==> src/rtl/esf_pkg.sv <==
package esf_pkg;
  typedef enum logic {FS_IDLE, FS_RUN} fetch_st_t;
  localparam int unsigned LANES_DEF = 10;
  localparam int unsigned HDR_DEF   = 6;
endpackage

==> src/rtl/esf_trace_store.sv <==
module esf_trace_store #(
  parameter int unsigned SW    = 16,
  parameter int unsigned DEPTH = 64,
  parameter int unsigned HDR   = 6,
  localparam int unsigned IW   = $clog2(DEPTH),
  localparam int unsigned CW   = $clog2(HDR + DEPTH)
) (
  input  logic              clk,
  input  logic              rst_n,
  input  logic              wr_valid,
  input  logic [SW-1:0]     wr_data,
  input  logic              swap,
  input  logic [IW-1:0]     rd_addr,
  output logic              wr_ready,
  output logic              fill_full,
  output logic [SW-1:0]     rd_data,
  output logic [HDR*SW-1:0] hdr_fill
);
  logic [SW-1:0] mem [2][DEPTH];
  logic [SW-1:0] hdr [2][HDR];
  logic          active;
  logic [CW-1:0] wr_cnt;
  logic          wr_take;
  logic          wr_last;

  assign wr_ready = !fill_full;
  assign wr_take  = wr_valid && wr_ready;
  assign wr_last  = (wr_cnt == CW'(HDR + DEPTH - 1));
  assign rd_data  = mem[active][rd_addr];

  always_ff @(posedge clk) begin
    if (!rst_n) begin
      active    <= 1'b0;
      wr_cnt    <= '0;
      fill_full <= 1'b0;
    end else begin
      if (swap) begin
        active    <= ~active;
        fill_full <= 1'b0;
      end else if (wr_take) begin
        wr_cnt    <= wr_last ? '0 : wr_cnt + 1'b1;
        fill_full <= wr_last;
      end
    end
  end

  always_ff @(posedge clk) begin
    if (wr_take) begin
      if (wr_cnt < CW'(HDR)) hdr[~active][wr_cnt[$clog2(HDR)-1:0]] <= wr_data;
      else                   mem[~active][IW'(wr_cnt - CW'(HDR))] <= wr_data;
    end
  end

  for (genvar h = 0; h < HDR; h++) begin : g_hdr
    assign hdr_fill[h*SW +: SW] = hdr[~active][h];
  end

  AST_WR_HOLD_WHEN_FULL: assert property (@(posedge clk) disable iff (!rst_n)
    (fill_full && $past(fill_full)) |-> $stable(wr_cnt));
endmodule

==> src/rtl/esf_swap_ctl.sv <==
module esf_swap_ctl #(
  parameter int unsigned SW  = 16,
  parameter int unsigned HDR = 6
) (
  input  logic              clk,
  input  logic              rst_n,
  input  logic              fill_full,
  input  logic              rd_free,
  input  logic [HDR*SW-1:0] hdr_fill,
  output logic              swap,
  output logic              trace_live,
  output logic [HDR*SW-1:0] coords_out
);
  assign swap = fill_full && rd_free;

  always_ff @(posedge clk) begin
    if (!rst_n) begin
      trace_live <= 1'b0;
      coords_out <= '0;
    end else if (swap) begin
      trace_live <= 1'b1;
      coords_out <= hdr_fill;
    end
  end

  AST_SWAP_BRINGS_LIVE: assert property (@(posedge clk) disable iff (!rst_n)
    swap |=> trace_live);
endmodule

==> src/rtl/esf_fetch_seq.sv <==
module esf_fetch_seq
  import esf_pkg::*;
#(
  parameter int unsigned LANES  = 10,
  parameter int unsigned IW     = 6,
  parameter int unsigned SW     = 16,
  parameter int unsigned AW     = 24,
  parameter int unsigned GROUPS = 3,
  localparam int unsigned LW    = $clog2(LANES),
  localparam int unsigned GW    = $clog2(GROUPS + 1)
) (
  input  logic                clk,
  input  logic                rst_n,
  input  logic                idx_valid,
  input  logic [LANES*IW-1:0] idx_bus,
  input  logic [LANES*AW-1:0] vox_in,
  input  logic                trace_live,
  input  logic                swap,
  input  logic [SW-1:0]       rd_data,
  output logic                idx_ready,
  output logic [IW-1:0]       rd_addr,
  output logic [LANES*AW-1:0] vox_out,
  output logic                grp_done,
  output logic                rd_free
);
  function automatic logic [AW-1:0] acc_add(input logic [AW-1:0] v, input logic [SW-1:0] s);
    return v + {{(AW-SW){s[SW-1]}}, s};
  endfunction

  fetch_st_t     st;
  logic [LW-1:0] lane;
  logic [GW-1:0] grp_cnt;
  logic [IW-1:0] idx_q [LANES];
  logic [AW-1:0] vox_q [LANES];
  logic          trace_used;
  logic          accept;
  logic          last_lane;
  logic          running;

  assign running    = (st == FS_RUN);
  assign trace_used = (grp_cnt == GW'(GROUPS));
  assign idx_ready  = trace_live && !running && !trace_used;
  assign rd_free    = !trace_live || (trace_used && !running);
  assign accept     = idx_valid && idx_ready;
  assign last_lane  = (lane == LW'(LANES - 1));
  assign rd_addr    = idx_q[lane];

  always_ff @(posedge clk) begin
    if (!rst_n) begin
      st       <= FS_IDLE;
      lane     <= '0;
      grp_cnt  <= '0;
      grp_done <= 1'b0;
      for (int k = 0; k < LANES; k++) begin
        idx_q[k] <= '0;
        vox_q[k] <= '0;
      end
    end else begin
      grp_done <= 1'b0;
      if (swap) grp_cnt <= '0;
      if (accept) begin
        st   <= FS_RUN;
        lane <= '0;
        for (int k = 0; k < LANES; k++) begin
          idx_q[k] <= idx_bus[k*IW +: IW];
          vox_q[k] <= vox_in[k*AW +: AW];
        end
      end else if (running) begin
        vox_q[lane] <= acc_add(vox_q[lane], rd_data);
        if (last_lane) begin
          st       <= FS_IDLE;
          lane     <= '0;
          grp_done <= 1'b1;
          grp_cnt  <= grp_cnt + 1'b1;
        end else begin
          lane <= lane + 1'b1;
        end
      end
    end
  end

  for (genvar k = 0; k < LANES; k++) begin : g_out
    assign vox_out[k*AW +: AW] = vox_q[k];
  end

  AST_DONE_SINGLE: assert property (@(posedge clk) disable iff (!rst_n)
    grp_done |=> !grp_done);
  AST_LANE_IN_RANGE: assert property (@(posedge clk) disable iff (!rst_n)
    running |-> (lane < LW'(LANES)));
  AST_GROUP_LIMIT: assert property (@(posedge clk) disable iff (!rst_n)
    grp_cnt <= GW'(GROUPS));
  AST_VOX_HOLD: assert property (@(posedge clk) disable iff (!rst_n)
    ($past(!running) && !running) |-> $stable(vox_out));
endmodule

==> src/rtl/echo_fetch_top.sv <==
module echo_fetch_top #(
  parameter int unsigned LANES  = 10,
  parameter int unsigned SW     = 16,
  parameter int unsigned AW     = 24,
  parameter int unsigned DEPTH  = 64,
  parameter int unsigned HDR    = 6,
  parameter int unsigned GROUPS = 3,
  localparam int unsigned IW    = $clog2(DEPTH)
) (
  input  logic                clk,
  input  logic                rst_n,
  input  logic                trc_valid,
  input  logic [SW-1:0]       trc_data,
  output logic                trc_ready,
  output logic [HDR*SW-1:0]   coords_out,
  output logic                trace_live,
  input  logic                idx_valid,
  input  logic [LANES*IW-1:0] idx_bus,
  input  logic [LANES*AW-1:0] vox_in,
  output logic                idx_ready,
  output logic [LANES*AW-1:0] vox_out,
  output logic                grp_done
);
  logic              fill_full;
  logic              rd_free;
  logic              swap;
  logic [IW-1:0]     rd_addr;
  logic [SW-1:0]     rd_data;
  logic [HDR*SW-1:0] hdr_fill;

  esf_trace_store #(.SW(SW), .DEPTH(DEPTH), .HDR(HDR)) u_store (
    .clk, .rst_n, .wr_valid(trc_valid), .wr_data(trc_data), .swap,
    .rd_addr, .wr_ready(trc_ready), .fill_full, .rd_data, .hdr_fill);

  esf_swap_ctl #(.SW(SW), .HDR(HDR)) u_swap (
    .clk, .rst_n, .fill_full, .rd_free, .hdr_fill, .swap, .trace_live, .coords_out);

  esf_fetch_seq #(.LANES(LANES), .IW(IW), .SW(SW), .AW(AW), .GROUPS(GROUPS)) u_fetch (
    .clk, .rst_n, .idx_valid, .idx_bus, .vox_in, .trace_live, .swap, .rd_data,
    .idx_ready, .rd_addr, .vox_out, .grp_done, .rd_free);

  AST_COORDS_ONLY_ON_SWAP: assert property (@(posedge clk) disable iff (!rst_n)
    !$stable(coords_out) |-> $past(fill_full));
  AST_READY_NEEDS_LIVE: assert property (@(posedge clk) disable iff (!rst_n)
    idx_ready |-> trace_live);
endmodule

==> config.mk <==
export PLATFORM = sky130hd
export DESIGN_NAME = echo_fetch_top
export DESIGN_NICKNAME = d
export VERILOG_FILES = /design/src/rtl/esf_pkg.sv /design/src/rtl/esf_trace_store.sv /design/src/rtl/esf_swap_ctl.sv /design/src/rtl/esf_fetch_seq.sv /design/src/rtl/echo_fetch_top.sv
export SDC_FILE = /design/constraint.sdc
export NUM_CORES = 2
export LEC_CHECK = 0
export BUFFER_PORTS_ARGS = -buffer_cell sky130_fd_sc_hd__buf_2
export CAP_MARGIN = 20
export CORE_UTILIZATION = 60
export CTS_BUF_LIST = sky130_fd_sc_hd__clkbuf_16
export DETAILED_ROUTE_END_ITERATION = 8
export HOLD_SLACK_MARGIN = 0.05
export PLACE_DENSITY = 0.83
export SETUP_SLACK_MARGIN = 0.5
export SKIP_LAST_GASP = 1
export SYNTH_ARGS = -nofsm -noshare
export SYNTH_HDL_FRONTEND = slang
export SYNTH_HIERARCHICAL = 1
export SYNTH_SLANG_ARGS = --single-unit
==> constraint.sdc <==
create_clock -name clk -period 8.1 [get_ports clk]
set_input_delay 0.81 -clock clk [delete_from_list [all_inputs] [get_ports clk]]
set_output_delay 0.81 -clock clk [all_outputs]
set_load 0.01 [all_outputs]
==> metrics.log <==
INFO  metric result_of_the_run = complete, no violations
INFO  metric place.port_buffers = ~660
INFO  metric sequentialPowerShare = 52.6%
INFO  metric totalNegativeSetupSlack = 0 ps
INFO  metric placeableCoreArea = between 150000 and 200000 sq um
INFO  metric ys_top_cells_by_area = sky130_fd_sc_hd__edfxtp_1 73%, sky130_fd_sc_hd__mux4_2 16%, sky130_fd_sc_hd__dfxtp_1 2.2%
INFO  metric ioPinCount = 660
INFO  metric synthesis.instances = about 5100
INFO  metric power_leakage = about 42 nW
INFO  metric share_of_the_yosys_chip_area_belonging_to_registers = ~75%
INFO  metric final_cell_mix = 2684 x sky130_fd_sc_hd__edfxtp_1, 803 x sky130_fd_sc_hd__mux4_2, 642 x sky130_fd_sc_hd__buf_2, 301 x sky130_fd_sc_hd__clkbuf_16, 275 x sky130_fd_sc_hd__buf_4
INFO  metric synth_nets = between 5000 and 6000
INFO  metric clk_transition_reported_paths = roughly 60 ps
INFO  metric cts_resized = 0
INFO  metric synth.distinct_cells = around 60
INFO  metric dr_total_vias = between 60000 and 70000
INFO  metric cts_tree = built
INFO  metric slew-limit-headroom = roughly 18%
INFO  metric drcViolationCount = 0
INFO  metric synth-async-reset-ratio = 0%
INFO  metric drtAntennaViolNets = 0
INFO  metric post-synth-top-area-cell = sky130_fd_sc_hd__edfxtp_1
INFO  metric timing.final.hold_violations = 0
INFO  metric route.final.wire_length = roughly 370 mm
INFO  metric routed_wire_length_per_instance = 42.56 um
INFO  metric dp_hpwl = approximately 220 mm
INFO  metric drive_gt1_share = between 30 and 40%
INFO  metric full_die_area = 185900 sq um
INFO  metric crit_chain = mux4_2 -> nor2b_1 -> a211oi_1 -> a21oi_4 -> buf_4 -> mux4_2 -> mux4_2 -> mux4_2 -> mux2_2 -> ha_1 -> fa_1 -> a21oi_1 -> o211a_1 -> o21ai_2 -> o21ai_2 -> mux2_2 -> a21oi_2 -> a22o_1
INFO  metric cts_setup_buffers = 0
INFO  metric root_buffer = sky130_fd_sc_hd__clkbuf_16
INFO  metric final.setup.worst_slack = between 500 and 600 ps
INFO  metric setup_viol_count_final = 0
INFO  metric clock_skew = ~66 ps
INFO  metric critical_path.most_common_cell = sky130_fd_sc_hd__mux4_2
INFO  metric grt_antenna_before_repair = between 80 and 90
INFO  metric crit_path_max_incr_delay = between 700 and 800 ps
INFO  metric startpoint_type = flip-flop
INFO  metric arrival = 8350 ps
INFO  metric gr-usage-all-layers = about two fifths
INFO  metric netSwitchingFraction = around 22%
INFO  metric powerDensity = approximately 240 nW/um^2
INFO  metric synth_enable_flop_cells = about 2700
INFO  metric cp-end-kind = flip-flop
INFO  metric largest_net_degree_at_the_start_of_global_routing = between 150 and 200
INFO  metric cts-htree-levels = 5
INFO  metric design.final.nets = about 6400
INFO  metric grt_setup_unrepaired = false
INFO  metric drt_first_pass_iters = 8
INFO  metric gr-total-overflow = 0
INFO  metric period_needed = between 7000 and 8000 ps
INFO  metric tritoncts_num_sinks = approximately 2800
INFO  metric internal_power = ~0.024 W
INFO  metric layoutNonFillerInstCount = slightly below 9000
INFO  metric crit_family = compound AO/OA/AOI/OAI gates
INFO  metric worst-path-buf-inv = 1
INFO  metric max_slew.worst_pin.slew = around 1200 ps
INFO  metric layout.cells.most_common = sky130_fd_sc_hd__edfxtp_1
INFO  metric report.power.total = slightly above 0.03 W
INFO  metric synthesis.area_per_instance = between 20 and 25 sq um
INFO  metric synth_flop_type = sky130_fd_sc_hd__edfxtp_1
INFO  metric die_height = 431.1 um
INFO  metric numPlacedInstances = ~8200
INFO  metric maxCapViolations = 0
INFO  metric cts_hold_buffers = 0
INFO  metric area.growth.synth_to_final = 15.49%
INFO  metric die-width = 431.1 um
INFO  metric fill_cells = 10370
INFO  metric p_switching = about 0.0067 W
INFO  metric netlist.area_leader.share = between 70% and 80%
INFO  metric first_global_vias = approximately 63000
INFO  metric post_dp_cell_area = roughly 120000 sq um
INFO  metric cp.required = between 8000 and 9000 ps
INFO  metric syn_area = 110500 sq um
INFO  metric worst_ir_drop_vdd = around 0.22 mV
INFO  metric min_period_over_period = between 90% and 100%
INFO  metric critical_path.max_fanout = between 40 and 50
INFO  metric slew_viol_final = 0
INFO  metric maxClockFrequency = between 0.1 and 0.15 GHz
INFO  metric initial_utilization = between 60% and 70%
INFO  metric preCtsSetupSlack = between 900 and 1000 ps
INFO  metric slowest_stage = sky130_fd_sc_hd__a21oi_4
INFO  metric std_cell_rows = ~160
INFO  metric post-route-cell-area = between 100000 and 150000 sq um
INFO  metric place.gp.congestion = ~1.0
INFO  metric hold_path_class = in2reg
INFO  metric numCtsBuffers = 290
INFO  metric grt_pass1_wl = between 500 and 600 mm
INFO  metric cts_buffer_depth = 4
INFO  metric drt_iter0_markers = between 10000 and 15000
INFO  metric clkPwrFrac = 42.9%
INFO  metric synthesis.yosys.warnings = 6
INFO  metric vias_per_cell = 7.390
INFO  metric power.combinational.fraction = 4.4%
INFO  metric worst_skew_pair.late_latency = between 900 and 1000 ps
INFO  metric critical_path_class = reg2reg
INFO  metric flop2flop_setup_slack = between 500 and 600 ps
INFO  metric ys_seq_elements = 2803
-- kinds of logic (layout without fill, tap and decap cells) --
group / Yosys count / in the layout / synth area share, %
fa+ha+maj: 27 / 27 / 0.3125
mux: 924 / 924 / 17.59
compound gates: 437 / 437 / 2.939
xor+xnor: 31 / 31 / 0.2457
buf+inv: 368 / 1472 / 1.400
other cells: 0 / 64 / 0
flops: 2803 / 2803 / 75.10
simple gates: 550 / 550 / 2.413
-- synthesized netlist by cell type, types with 12 or more instances --
library cell and n:
sky130_fd_sc_hd__o21ai_1 18, sky130_fd_sc_hd__and2_1 65, sky130_fd_sc_hd__dfxtp_1 119, sky130_fd_sc_hd__a22o_1 240, sky130_fd_sc_hd__xor2_1 14, sky130_fd_sc_hd__buf_2 76, sky130_fd_sc_hd__nand4_1 101, sky130_fd_sc_hd__clkbuf_1 221
sky130_fd_sc_hd__nor2_1 171, sky130_fd_sc_hd__ha_1 26, sky130_fd_sc_hd__inv_1 12, sky130_fd_sc_hd__mux4_2 803, sky130_fd_sc_hd__nand2_1 142, sky130_fd_sc_hd__nand3_1 12, sky130_fd_sc_hd__a211oi_1 14, sky130_fd_sc_hd__buf_1 42
sky130_fd_sc_hd__xnor2_1 17, sky130_fd_sc_hd__nor2b_1 14, sky130_fd_sc_hd__o21ai_0 95, sky130_fd_sc_hd__a21oi_1 29, sky130_fd_sc_hd__mux2_2 114, sky130_fd_sc_hd__edfxtp_1 2684
-- metal layers --
metal  vias up  track usage, %  part of all wire, %
met5         -           1.848                 0.21
met4        42           20.62                  6.5
met3      1386           14.01                   16
met2      6990           60.63                   46
met1     32920           51.94                   32
li1      23490               -                    -
-- worst reg2reg max path, stage by stage, from the launching register on --
cell                       delay, ps
sky130_fd_sc_hd__dfxtp_4         590
sky130_fd_sc_hd__mux4_2          290
sky130_fd_sc_hd__nor2b_1         130
sky130_fd_sc_hd__a211oi_1         80
sky130_fd_sc_hd__a21oi_4         790
sky130_fd_sc_hd__buf_4           770
sky130_fd_sc_hd__mux4_2          510
sky130_fd_sc_hd__mux4_2          470
sky130_fd_sc_hd__mux4_2          490
sky130_fd_sc_hd__mux2_2          290
sky130_fd_sc_hd__ha_1            270
sky130_fd_sc_hd__fa_1            430
sky130_fd_sc_hd__a21oi_1         340
sky130_fd_sc_hd__o211a_1         300
sky130_fd_sc_hd__o21ai_2         110
sky130_fd_sc_hd__o21ai_2         220
sky130_fd_sc_hd__mux2_2          380
sky130_fd_sc_hd__a21oi_2         670
sky130_fd_sc_hd__a22o_1          290
-- worst paths after layout --
kind / end / start / cells after the start
setup / recovery: u_fetch/vox_q[8][18]$_DFFE_PP_ / flip-flop / 18
hold / removal: u_fetch/idx_q[8][5]$_SDFFCE_PN0P_ / idx_bus[53] / 2
setup reg to reg: u_fetch/vox_q[8][18]$_DFFE_PP_ / flip-flop / 18
hold reg to reg: u_swap/coords_out[82]$_SDFFE_PN0P_ / u_swap/coords_out[82]$_SDFFE_PN0P_ / 2
-- power groups by stage --
stage	registers, W	clock network [W]	logic, W
final	0.0161	0.0131	0.00136
after global routing	0.0161	0.0136	0.00136
after CTS	0.0161	0.0131	0.00129
after detailed placement	0.0164	0	0.00126
after global placement	0.0164	0	0.00122
after floorplan	0.0163	0	0.000514
-- stage by stage --
step	util [%]	hold slack, ps
after floorplan	-	472.6
after global routing	69.67	149.7
final	69.70	166.3
after global placement	64.53	440.4
after CTS	69.57	128.2
after detailed placement	64.65	441.6
-- sequential cells by signal, summed over array words and instances (netlist names), named ones only --
register / flops
u_fetch/grp_cnt: 2
u_store/fill_full: 1
u_fetch/vox_q: 384
u_swap/coords_out: 96
u_fetch/grp_done: 1
u_store/hdr: 192
u_store/wr_cnt: 7
u_store/mem: 2048
u_fetch/lane: 4
u_fetch/idx_q: 60
u_swap/trace_live: 1
u_store/active: 1
u_fetch/running: 1
-- cell type report --
| cell class | count | area (sq um) | area share (%) |
|---|---|---|---|
| diodes | 64 | 160.2 | 0.1255 |
| multi-input cells | 1969 | 26240 | 20.57 |
| flip-flops and latches | 2803 | 83000 | 65.04 |
| clock buffers | 301 | 7532 | 5.903 |
| well taps | 2464 | 3083 | 2.416 |
| clock inverters | 200 | 1483 | 1.162 |
| inverters | 12 | 45.04 | 0.03530 |
| repair buffers | 959 | 6061 | 4.750 |
Note: power is estimated with default switching activity, not from simulation.
